## src/rtl/irq_cascade_pkg.sv

```systemverilog
package irq_cascade_pkg;
  localparam int BANK_W = 32;
  localparam int BANKS  = 3;
  localparam int IDX_W  = $clog2(BANK_W);
  localparam int EVT_W  = 2 + IDX_W;

  typedef logic [BANK_W-1:0] bank_t;

  // summary flags live at the two top bits of the root bank
  localparam bank_t ROOT_PROT = {2'b11, {(BANK_W-2){1'b0}}};

  // next value of a bank: clears first, sets override
  function automatic bank_t bank_update(bank_t cur, bank_t clr, bank_t set);
    return (cur & ~clr) | set;
  endfunction

  // true when a masked bank has anything left
  function automatic logic masked_any(bank_t pend, bank_t mask);
    return |(pend & mask);
  endfunction
endpackage

```

## src/rtl/irq_evt_decode.sv

```systemverilog
module irq_evt_decode
  import irq_cascade_pkg::*;
(
  input  logic                               valid,
  input  logic [EVT_W-1:0]                   num,
  output logic [BANKS-1:0][BANK_W-1:0]       hit
);
  logic [1:0]       bank_sel;
  logic [IDX_W-1:0] bit_sel;

  assign bank_sel = num[EVT_W-1 -: 2];
  assign bit_sel  = num[IDX_W-1:0];

  always_comb begin
    hit = '0;
    if (valid && int'(bank_sel) < BANKS)
      hit[bank_sel][bit_sel] = 1'b1;
  end
endmodule

```

## src/rtl/irq_pend_bank.sv

```systemverilog
module irq_pend_bank
  import irq_cascade_pkg::*;
#(
  parameter bit ROOT   = 1'b0,
  parameter bit SW_CLR = 1'b1
) (
  input  logic  clk,
  input  logic  rst_n,
  input  bank_t set_bits,
  input  bank_t clr_bits,
  input  logic  sw_en,
  input  bank_t sw_data,
  input  logic [1:0] casc,
  output bank_t q,
  output bank_t nxt
);
  localparam bank_t PROT = ROOT ? ROOT_PROT : '0;

  bank_t clr_all;
  bank_t base;

  always_comb begin
    clr_all = clr_bits | ((SW_CLR && sw_en) ? sw_data : '0);
    base    = bank_update(q, clr_all & ~PROT, set_bits & ~PROT);
    nxt     = (base & ~PROT) | ({casc, {(BANK_W-2){1'b0}}} & PROT);
  end

  always_ff @(posedge clk) begin
    if (!rst_n) q <= '0;
    else        q <= nxt;
  end
endmodule

```

## src/rtl/irq_level_gate.sv

```systemverilog
module irq_level_gate
  import irq_cascade_pkg::*;
(
  input  logic                         clk,
  input  logic                         rst_n,
  input  logic                         wr_en,
  input  logic [1:0]                   wr_bank,
  input  bank_t                        wr_data,
  input  logic [BANKS-1:0][BANK_W-1:0] pend,
  output logic                         irq
);
  logic [BANKS-1:0][BANK_W-1:0] mask_q;
  logic [BANKS-1:0]             bank_hit;

  always_ff @(posedge clk) begin
    if (!rst_n)
      mask_q <= '0;
    else if (wr_en && int'(wr_bank) < BANKS)
      mask_q[wr_bank] <= wr_data;
  end

  for (genvar b = 0; b < BANKS; b++) begin : g_bank
    assign bank_hit[b] = masked_any(pend[b], mask_q[b]);
  end

  assign irq = |bank_hit;
endmodule

```

## src/rtl/irq_cascade_ctrl.sv

```systemverilog
module irq_cascade_ctrl
  import irq_cascade_pkg::*;
#(
  parameter  int NUM_LEVELS = 3,
  localparam int LVL_W = (NUM_LEVELS > 1) ? $clog2(NUM_LEVELS) : 1
) (
  input  logic                    clk,
  input  logic                    rst_n,
  input  logic                    evt_set_valid,
  input  logic [EVT_W-1:0]        evt_set_num,
  input  logic                    evt_clr_valid,
  input  logic [EVT_W-1:0]        evt_clr_num,
  input  logic                    sw_wr_en,
  input  logic [1:0]              sw_wr_bank,
  input  logic [BANK_W-1:0]       sw_wr_data,
  input  logic                    mask_wr_en,
  input  logic [LVL_W-1:0]        mask_wr_level,
  input  logic [1:0]              mask_wr_bank,
  input  logic [BANK_W-1:0]       mask_wr_data,
  output logic [BANKS*BANK_W-1:0] pending_o,
  output logic [NUM_LEVELS-1:0]   irq_o
);
  // named internal events, visible to the bound checker
  logic [BANKS-1:0][BANK_W-1:0] set_hit;
  logic [BANKS-1:0][BANK_W-1:0] clr_hit;
  logic [BANKS-1:0][BANK_W-1:0] pend_all;
  bank_t b0_q, b1_q, b2_q;
  bank_t b0_nxt, b1_nxt, b2_nxt;
  logic  casc_b1, casc_b2;
  logic  sw_b0, sw_b1, sw_b2;

  irq_evt_decode u_set_dec (.valid(evt_set_valid), .num(evt_set_num), .hit(set_hit));
  irq_evt_decode u_clr_dec (.valid(evt_clr_valid), .num(evt_clr_num), .hit(clr_hit));

  assign sw_b0 = sw_wr_en && (sw_wr_bank == 2'd0);
  assign sw_b1 = sw_wr_en && (sw_wr_bank == 2'd1);
  assign sw_b2 = sw_wr_en && (sw_wr_bank == 2'd2);

  assign casc_b1 = |b1_nxt;
  assign casc_b2 = |b2_nxt;

  irq_pend_bank #(.ROOT(1'b1), .SW_CLR(1'b1)) u_bank0 (
    .clk(clk), .rst_n(rst_n), .set_bits(set_hit[0]), .clr_bits(clr_hit[0]),
    .sw_en(sw_b0), .sw_data(sw_wr_data), .casc({casc_b2, casc_b1}),
    .q(b0_q), .nxt(b0_nxt));

  irq_pend_bank #(.ROOT(1'b0), .SW_CLR(1'b0)) u_bank1 (
    .clk(clk), .rst_n(rst_n), .set_bits(set_hit[1]), .clr_bits(clr_hit[1]),
    .sw_en(sw_b1), .sw_data(sw_wr_data), .casc(2'b00),
    .q(b1_q), .nxt(b1_nxt));

  irq_pend_bank #(.ROOT(1'b0), .SW_CLR(1'b1)) u_bank2 (
    .clk(clk), .rst_n(rst_n), .set_bits(set_hit[2]), .clr_bits(clr_hit[2]),
    .sw_en(sw_b2), .sw_data(sw_wr_data), .casc(2'b00),
    .q(b2_q), .nxt(b2_nxt));

  assign pend_all  = {b2_q, b1_q, b0_q};
  assign pending_o = pend_all;

  for (genvar l = 0; l < NUM_LEVELS; l++) begin : g_level
    logic lvl_wr;
    assign lvl_wr = mask_wr_en && (int'(mask_wr_level) == l);
    irq_level_gate u_gate (
      .clk(clk), .rst_n(rst_n), .wr_en(lvl_wr), .wr_bank(mask_wr_bank),
      .wr_data(mask_wr_data), .pend(pend_all), .irq(irq_o[l]));
  end
endmodule

```

## config.mk

```make
export PLATFORM = sky130hd
export DESIGN_NAME = irq_cascade_ctrl
export DESIGN_NICKNAME = d
export VERILOG_FILES = /design/src/rtl/irq_cascade_pkg.sv /design/src/rtl/irq_evt_decode.sv /design/src/rtl/irq_pend_bank.sv /design/src/rtl/irq_level_gate.sv /design/src/rtl/irq_cascade_ctrl.sv
export SDC_FILE = /design/constraint.sdc
export NUM_CORES = 1
export LEC_CHECK = 0
export BUFFER_PORTS_ARGS = -buffer_cell sky130_fd_sc_hd__buf_4
export CAP_MARGIN = 10
export CORE_MARGIN = 2
export CORE_UTILIZATION = 40
export DETAILED_ROUTE_END_ITERATION = 6
export GPL_ROUTABILITY_DRIVEN = 0
export PLACE_DENSITY = 0.55
export SYNTH_ARGS = -nofsm -noshare
export SYNTH_HDL_FRONTEND = slang
export SYNTH_SLANG_ARGS = --single-unit
```

## constraint.sdc

```tcl
create_clock -name clk -period 3.1 [get_ports clk]
set_input_delay 0.93 -clock clk [delete_from_list [all_inputs] [get_ports clk]]
set_output_delay 0.93 -clock clk [all_outputs]
set_load 0.02 [all_outputs]
```

## Word-level counts from Yosys, hierarchy flattened

Cells that the tools add are included.

- Add/subtract/negate cells: 0
- $mul: 0
- Div/mod/pow operators: 0
- $lt $le $gt $ge: 13
- Eq/ne operators: 3
- Shifts and indexed selects: 0
- Multiplexer cells: 17
- Bitwise logic cells: 21
- Reductions and logical operators: 22

Operator list:

| operator | count |
|---|---|
| 32-bit bitwise AND | 11 |
| 96-bit bitwise mux | 3 |
| 96-bit OR reduction | 3 |
| 32-bit demux with 2-bit select | 3 |
| 96-bit 2-to-1 mux | 2 |
| 32-bit 2-to-1 mux | 4 |
| 32-bit bitwise OR | 3 |
| 32-bit NOT | 2 |
| 32-bit OR reduction | 2 |
| 30-bit bitwise OR | 2 |
| 30-bit by 32-bit bitwise OR with 32-bit output | 1 |
| 30-bit bitwise AND | 1 |
| 30-bit 2-to-1 mux | 1 |
| 30-bit NOT | 1 |
| 1-bit logical AND | 15 |
| 5-bit by 6-bit less-than comparator with 1-bit output (second input constant) | 2 |
| 1-bit demux with 5-bit select | 2 |
| 5-bit by 1-bit greater-or-equal comparator with 1-bit output (second input constant) | 2 |
| 2-bit by 3-bit less-than comparator with 1-bit output (second input constant) | 3 |
| 2-bit equality test (second input constant) | 3 |
| 2-bit by 1-bit greater-or-equal comparator with 1-bit output (second input constant) | 3 |
| 2-bit less-than comparator (second input constant) | 3 |
| 2-bit zero test | 2 |
| 1-bit 2-to-1 mux | 2 |

- Register bits after elaboration: 384
- Latch bits: 0
- Bits in writable memories: 0
- Bits in read-only memories: 0
- Input port bits: 90
- Output and inout bits: 99
- Word-level logic and storage cells: 88
- Memories: 0

## Logic depth before layout (Yosys ltp)

- Depth in word-level cells: 13
- Mapped depth: 8
- Gate-level depth less buffers: 6

## Cells and area by module

Synthesis repeated with hierarchy kept, for this count alone.

- Cells, all modules: 2251
- Area, all modules: 18210.0 um^2

By module, submodules not included:

| module | instances | cells each | area an instance (um^2) | sequential area each (um^2) |
|---|---|---|---|---|
| irq_level_gate at g_level[0].u_gate ... | 2 | 484 | 4057.6 | 1921.8 |
| irq_level_gate at g_level[2].u_gate | 1 | 484 | 4060.1 | 1921.8 |
| irq_evt_decode | 2 | 155 | 859.6 | 0.0 |
| irq_pend_bank at u_bank2 | 1 | 166 | 1406.3 | 640.6 |
| irq_pend_bank at u_bank0 | 1 | 162 | 1391.3 | 640.6 |
| irq_pend_bank at u_bank1 | 1 | 131 | 1315.0 | 640.6 |
| irq_cascade_ctrl | 1 | 30 | 202.7 | 0.0 |

## Least setup slack after synthesis

No wires, ideal clock.

- Kind: input to register
- From: input port evt_clr_num[2]
- To: register u_bank0.q[31]
- Library setup time: 115 ps
- Arrival time: 2426 ps
- Data required time: 2985 ps
- Path slack: 559 ps
- Stages: 7
- Buffers on the path: 1
- Cell sequence: buf_2 -> or4b_4 -> o221ai_1 -> o21ai_0 -> nor4_1 -> nand4_1 -> o21a_1

- Word-level cells in the longest chain between the ends: 13
- Elaborated cells between the ends (all ways): 14
- Those cells by class: 2 x order compare; 5 x mux; 5 x bitwise; 2 x reduce/logical

RTL lines:

| element | RTL line | RTL |
|---|---|---|
| start: declaration | irq_cascade_ctrl.sv:12 | `input logic [EVT_W-1:0] evt_clr_num,` |
| 5-bit by 6-bit less-than comparator with 1-bit output (implied by the code) / 5-bit by 1-bit greater-or-equal comparator with 1-bit output (equally long branches) | irq_evt_decode.sv:17 | `hit[bank_sel][bit_sel] = 1'b1;` |
| 1-bit logical AND (implied by the code) | irq_evt_decode.sv:17 |  |
| 1-bit 2-to-1 mux (implied by the code) | irq_evt_decode.sv:17 |  |
| 1-bit demux with 5-bit select * | n/a |  |
| 32-bit 2-to-1 mux (implied by the code) * | irq_evt_decode.sv:17 |  |
| 32-bit demux with 2-bit select * | n/a |  |
| 96-bit 2-to-1 mux * | irq_evt_decode.sv:16 | `if (valid && int'(bank_sel) < BANKS)` |
| 32-bit bitwise OR * | irq_pend_bank.sv:23 | `clr_all = clr_bits \| ((SW_CLR && sw_en) ? sw_data : '0);` |
| 32-bit NOT * | irq_cascade_pkg.sv:14 | `return (cur & ~clr) \| set;` |
| 32-bit bitwise AND * | irq_cascade_pkg.sv:14 |  |
| 32-bit bitwise OR * | irq_cascade_pkg.sv:14 |  |
| 32-bit OR reduction * | irq_cascade_ctrl.sv:40 | `assign casc_b2 = \|b2_nxt;` |
| 30-bit by 32-bit bitwise OR with 32-bit output * | irq_pend_bank.sv:25 | `nxt = (base & ~PROT) \| ({casc, {(BANK_W-2){1'b0}}} & PROT);` |
| end signal: assignment | irq_pend_bank.sv:30 | `else q <= nxt;` |
| end: declaration | irq_pend_bank.sv:14 | `output bank_t q,` |

Every way passes the cells marked *; elsewhere a longest branch is shown, timed or not.
A chain may end at the register's enable or synchronous reset.

## Final worst setup path

- From: register u_bank2.q[7]
- To: output port irq_o[1]

- Word-level cells in the longest chain between the ends: 2

RTL lines:

| element | RTL line | RTL |
|---|---|---|
| start: declaration | irq_pend_bank.sv:14 |  |
| start signal: assignment | irq_pend_bank.sv:30 |  |
| 32-bit bitwise AND | irq_cascade_pkg.sv:19 | `return \|(pend & mask);` |
| 96-bit OR reduction | irq_level_gate.sv:26 | `assign irq = \|bank_hit;` |
| end: declaration | irq_cascade_ctrl.sv:21 | `output logic [NUM_LEVELS-1:0] irq_o` |

Every way passes these cells.

==> flow_summary.ini <==
[status]
status = finished, violations left
violations = setup timing

[clock_network]
root_buffer = clkbuf_16
holdBufCountCts = 0
clock_latency_ns = 0.58
clk_pin_slew_ns = 0.06
cts_tree = done
clk_path_buf_depth = 3
cts.sinks = 384
htree_levels = 2
cts_buffers = 42

[cells_and_area]
drive_gt1_share_pct = 20.7
syn_to_final_growth_pct = 24.6
finalNetCount = 2352
post-route-util_pct = 50.4

[timing]
rsz0062_at_grt = true
fin_setup_tns_ns = -0.460
max-slew-margin-rel_pct = 27.9
worst_clock_skew_ns = 0.0104
finalMaxSlewViolations = 0
setup_viol_count_final = 3
period_minus_slack_ns = 3.31
hold_viol = 0
fin_crit_sh_pct = 107
max_freq_ghz = 0.302
fin_hold_ws_ns = 0.454
tightest_slew_ns = 1.07
setup_ws_ns = -0.209

[synth]
syn-num-nets = 2186
synth.distinct_cells = 37
syn-mean-instance-area_sq_um = 8.05
synth-async-reset-ratio_pct = 0
synth_cells = 2096
netlist_top_cells_area = dfxtp_1 46%, nand2_1 15%, a21boi_0 12%, a22oi_1 5.8%, o21ai_0 3.6%
yosysSeqAreaShare_pct = 45.6
ys_top_cells_by_count = 684 x nand2_1, 384 x dfxtp_1, 279 x a21boi_0
yosys.area.top_type = dfxtp_1
synth_edf_count = 0
yosysTopAreaCellShare_pct = 45.6
synthesis.area_sq_um = 16900
ys_ff_latch = 384
yosysMostFrequentCell = nand2_1
synth-main-ff-cell = dfxtp_1
yosysWarnings = 0

[pwr]
power_switching_w = 0.00266
powerDensity_nw_per_um2 = 519
p_clk_share_pct = 47.4
p_comb_share_pct = 6.5
p_int_w = 0.00826
vdd_drop_max_uv = 344
p_seq_share_pct = 46.1
switching_share_pct = 24.4
leakage_nw = 7.37

[route]
drtIter0Drc = 2155
num_vias = 17500
viasPerCell = 6.18
ant_nets = 0
drt_first_pass_iters = 6
wl_mm = 86.0
detail_route.wl_per_cell_um = 30.4
route.detailed.drc = 0

[setup_path]
crit_arrival_ns = 2.38
crit_buf_inv = 1
cp-start-kind = flip-flop
worst_path_max_delay_cell = dfxtp_1
worst_r2r_endpoint = u_bank0.q[31]$_SDFF_PN0_
path_class = flip-flop to output port
required_ns = 2.17
endpoint_kind = output port
rrSetupSlack_ns = 1.02
critPathMaxStageDelay_ns = 0.41
crit_chain = a22oi_1, nand4_1, nor4_2, nand3_2, buf_6
rr_worst_depth = 6
worstPathMaxFanout = 4
reg2reg_from = u_bank2.q[18]$_SDFF_PN0_
cpLargestDelayFamily = simple AND/OR/NAND/NOR gates

[die]
die_area_sq_um = 43800
coreArea_sq_um = 41800
io_pins = 189
fp.dieH_um = 209
die_x_um = 209
rows = 75
initial_core_util_pct = 40.4

[global_route]
overflow = 0
track_usage_pct = 38.6
grt_pass1_wl_mm = 121
grt_pass1_vias = 16600
antenna_found_initial = 2
grt_start_max_net_pins = 78

[hold_path]
holdPathEnd = g_level[0].u_gate.mask_q[3]$_SDFFE_PN0P_
worst_hold_startpoint = g_level[0].u_gate.mask_q[3]$_SDFFE_PN0P_
hold_depth = 2
hp-class = flip-flop to flip-flop

[placed_design]
hpwl_mm = 61.0
io_buffers = 188

[job]
cap_violations = 0
==> logic make-up after synthesis <==
| kind of cell | after synthesis | share of synthesized area (%) |
|---|---|---|
| simple gates | 916 | 24.2 |
| flops | 384 | 45.6 |
| compound gates | 622 | 26.1 |
| buf+inv | 174 | 4.07 |
==> layer usage <==
layer	vias up	global-route usage, %	wire length, um
li1	7612	-	-
met1	8403	49.7	34200
met2	1203	57.5	36300
met3	280	10.8	10000
met4	2	23.0	5500
met5	-	0	12
==> timing repair <==
action,4_1_cts,5_1_grt
resized for setup,104,9
setup endpoints to repair,3,3
setup buffers,4,0
pin swaps,32,7
==> metrics by stage <==
| step | worst slack [ns] | power [W] | cells | area, sq um |
|---|---|---|---|---|
| after global placement | -0.285 | 0.00582 | 2753 | 19100 |
| after CTS | -0.119 | 0.0109 | 2830 | 21000 |
| final | -0.209 | 0.0109 | 2831 | 21000 |
| after global routing | -0.219 | 0.0111 | 2830 | 21000 |
| after floorplan | 0.559 | 0.00547 | 2096 | 16900 |
| after detailed placement | -0.216 | 0.00582 | 2753 | 19100 |
==> worst max path at each step <==
stage	slack (ns)	cells after the start	from	endpoint
after floorplan	0.56	7	evt_clr_num[2]	u_bank0.q[31]$_SDFF_PN0_
after global placement	-0.28	6	u_bank2.q[14]$_SDFF_PN0_	irq_o[1]
after detailed placement	-0.22	6	u_bank2.q[14]$_SDFF_PN0_	irq_o[1]
after CTS	-0.12	6	u_bank1.q[18]$_SDFF_PN0_	irq_o[1]
after global routing	-0.22	5	u_bank2.q[13]$_SDFF_PN0_	irq_o[1]
final	-0.21	5	u_bank2.q[7]$_SDFF_PN0_	irq_o[1]
==> worst register-to-register path, stage by stage, from the launching register on <==
cell and delay, ns:
dfxtp_1 0.32, buf_4 0.17, o221ai_1 0.08, o21ai_0 0.44
nor4_1 0.39, nand4_1 0.30, o21a_1 0.28
==> cells in the final DEF (no fill, tap or decap), types with 33 or more instances in the layout <==
master and instances:
a21boi_0 279, a22oi_1 90, a22oi_2 40, and2_1 95
buf_4 285, clkbuf_16 45, dfxtp_1 346, dfxtp_2 33
nand2_1 684, nand4_1 34, o21ai_0 123
==> registers in the layout, summed over array words and instances, names as in the netlist <==
name and flops:
g_level.u_gate.mask_q 288, u_bank0.q 32, u_bank1.q 32, u_bank2.q 32
==> power by group through the flow <==
stage / logic (W) / registers [W] / clock network (W)
after global routing: 0.000729 / 0.00504 / 0.00535
final: 0.000710 / 0.00503 / 0.00518
after floorplan: 0.000338 / 0.00513 / 0
after global placement: 0.000677 / 0.00514 / 0
after detailed placement: 0.000677 / 0.00514 / 0
after CTS: 0.000681 / 0.00503 / 0.00518
==> final cells by class <==
cell class / instances / area [sq um]
antenna: 1 / 2.50
clock buffer: 64 / 1300
clock inverter: 9 / 97.6
fill: 3955 / 20700
multi-input combinational: 1538 / 8900
sequential: 384 / 7750
tap: 539 / 674
timing repair buffer: 296 / 2310
No activity file was read; power rests on OpenSTA's default activity.
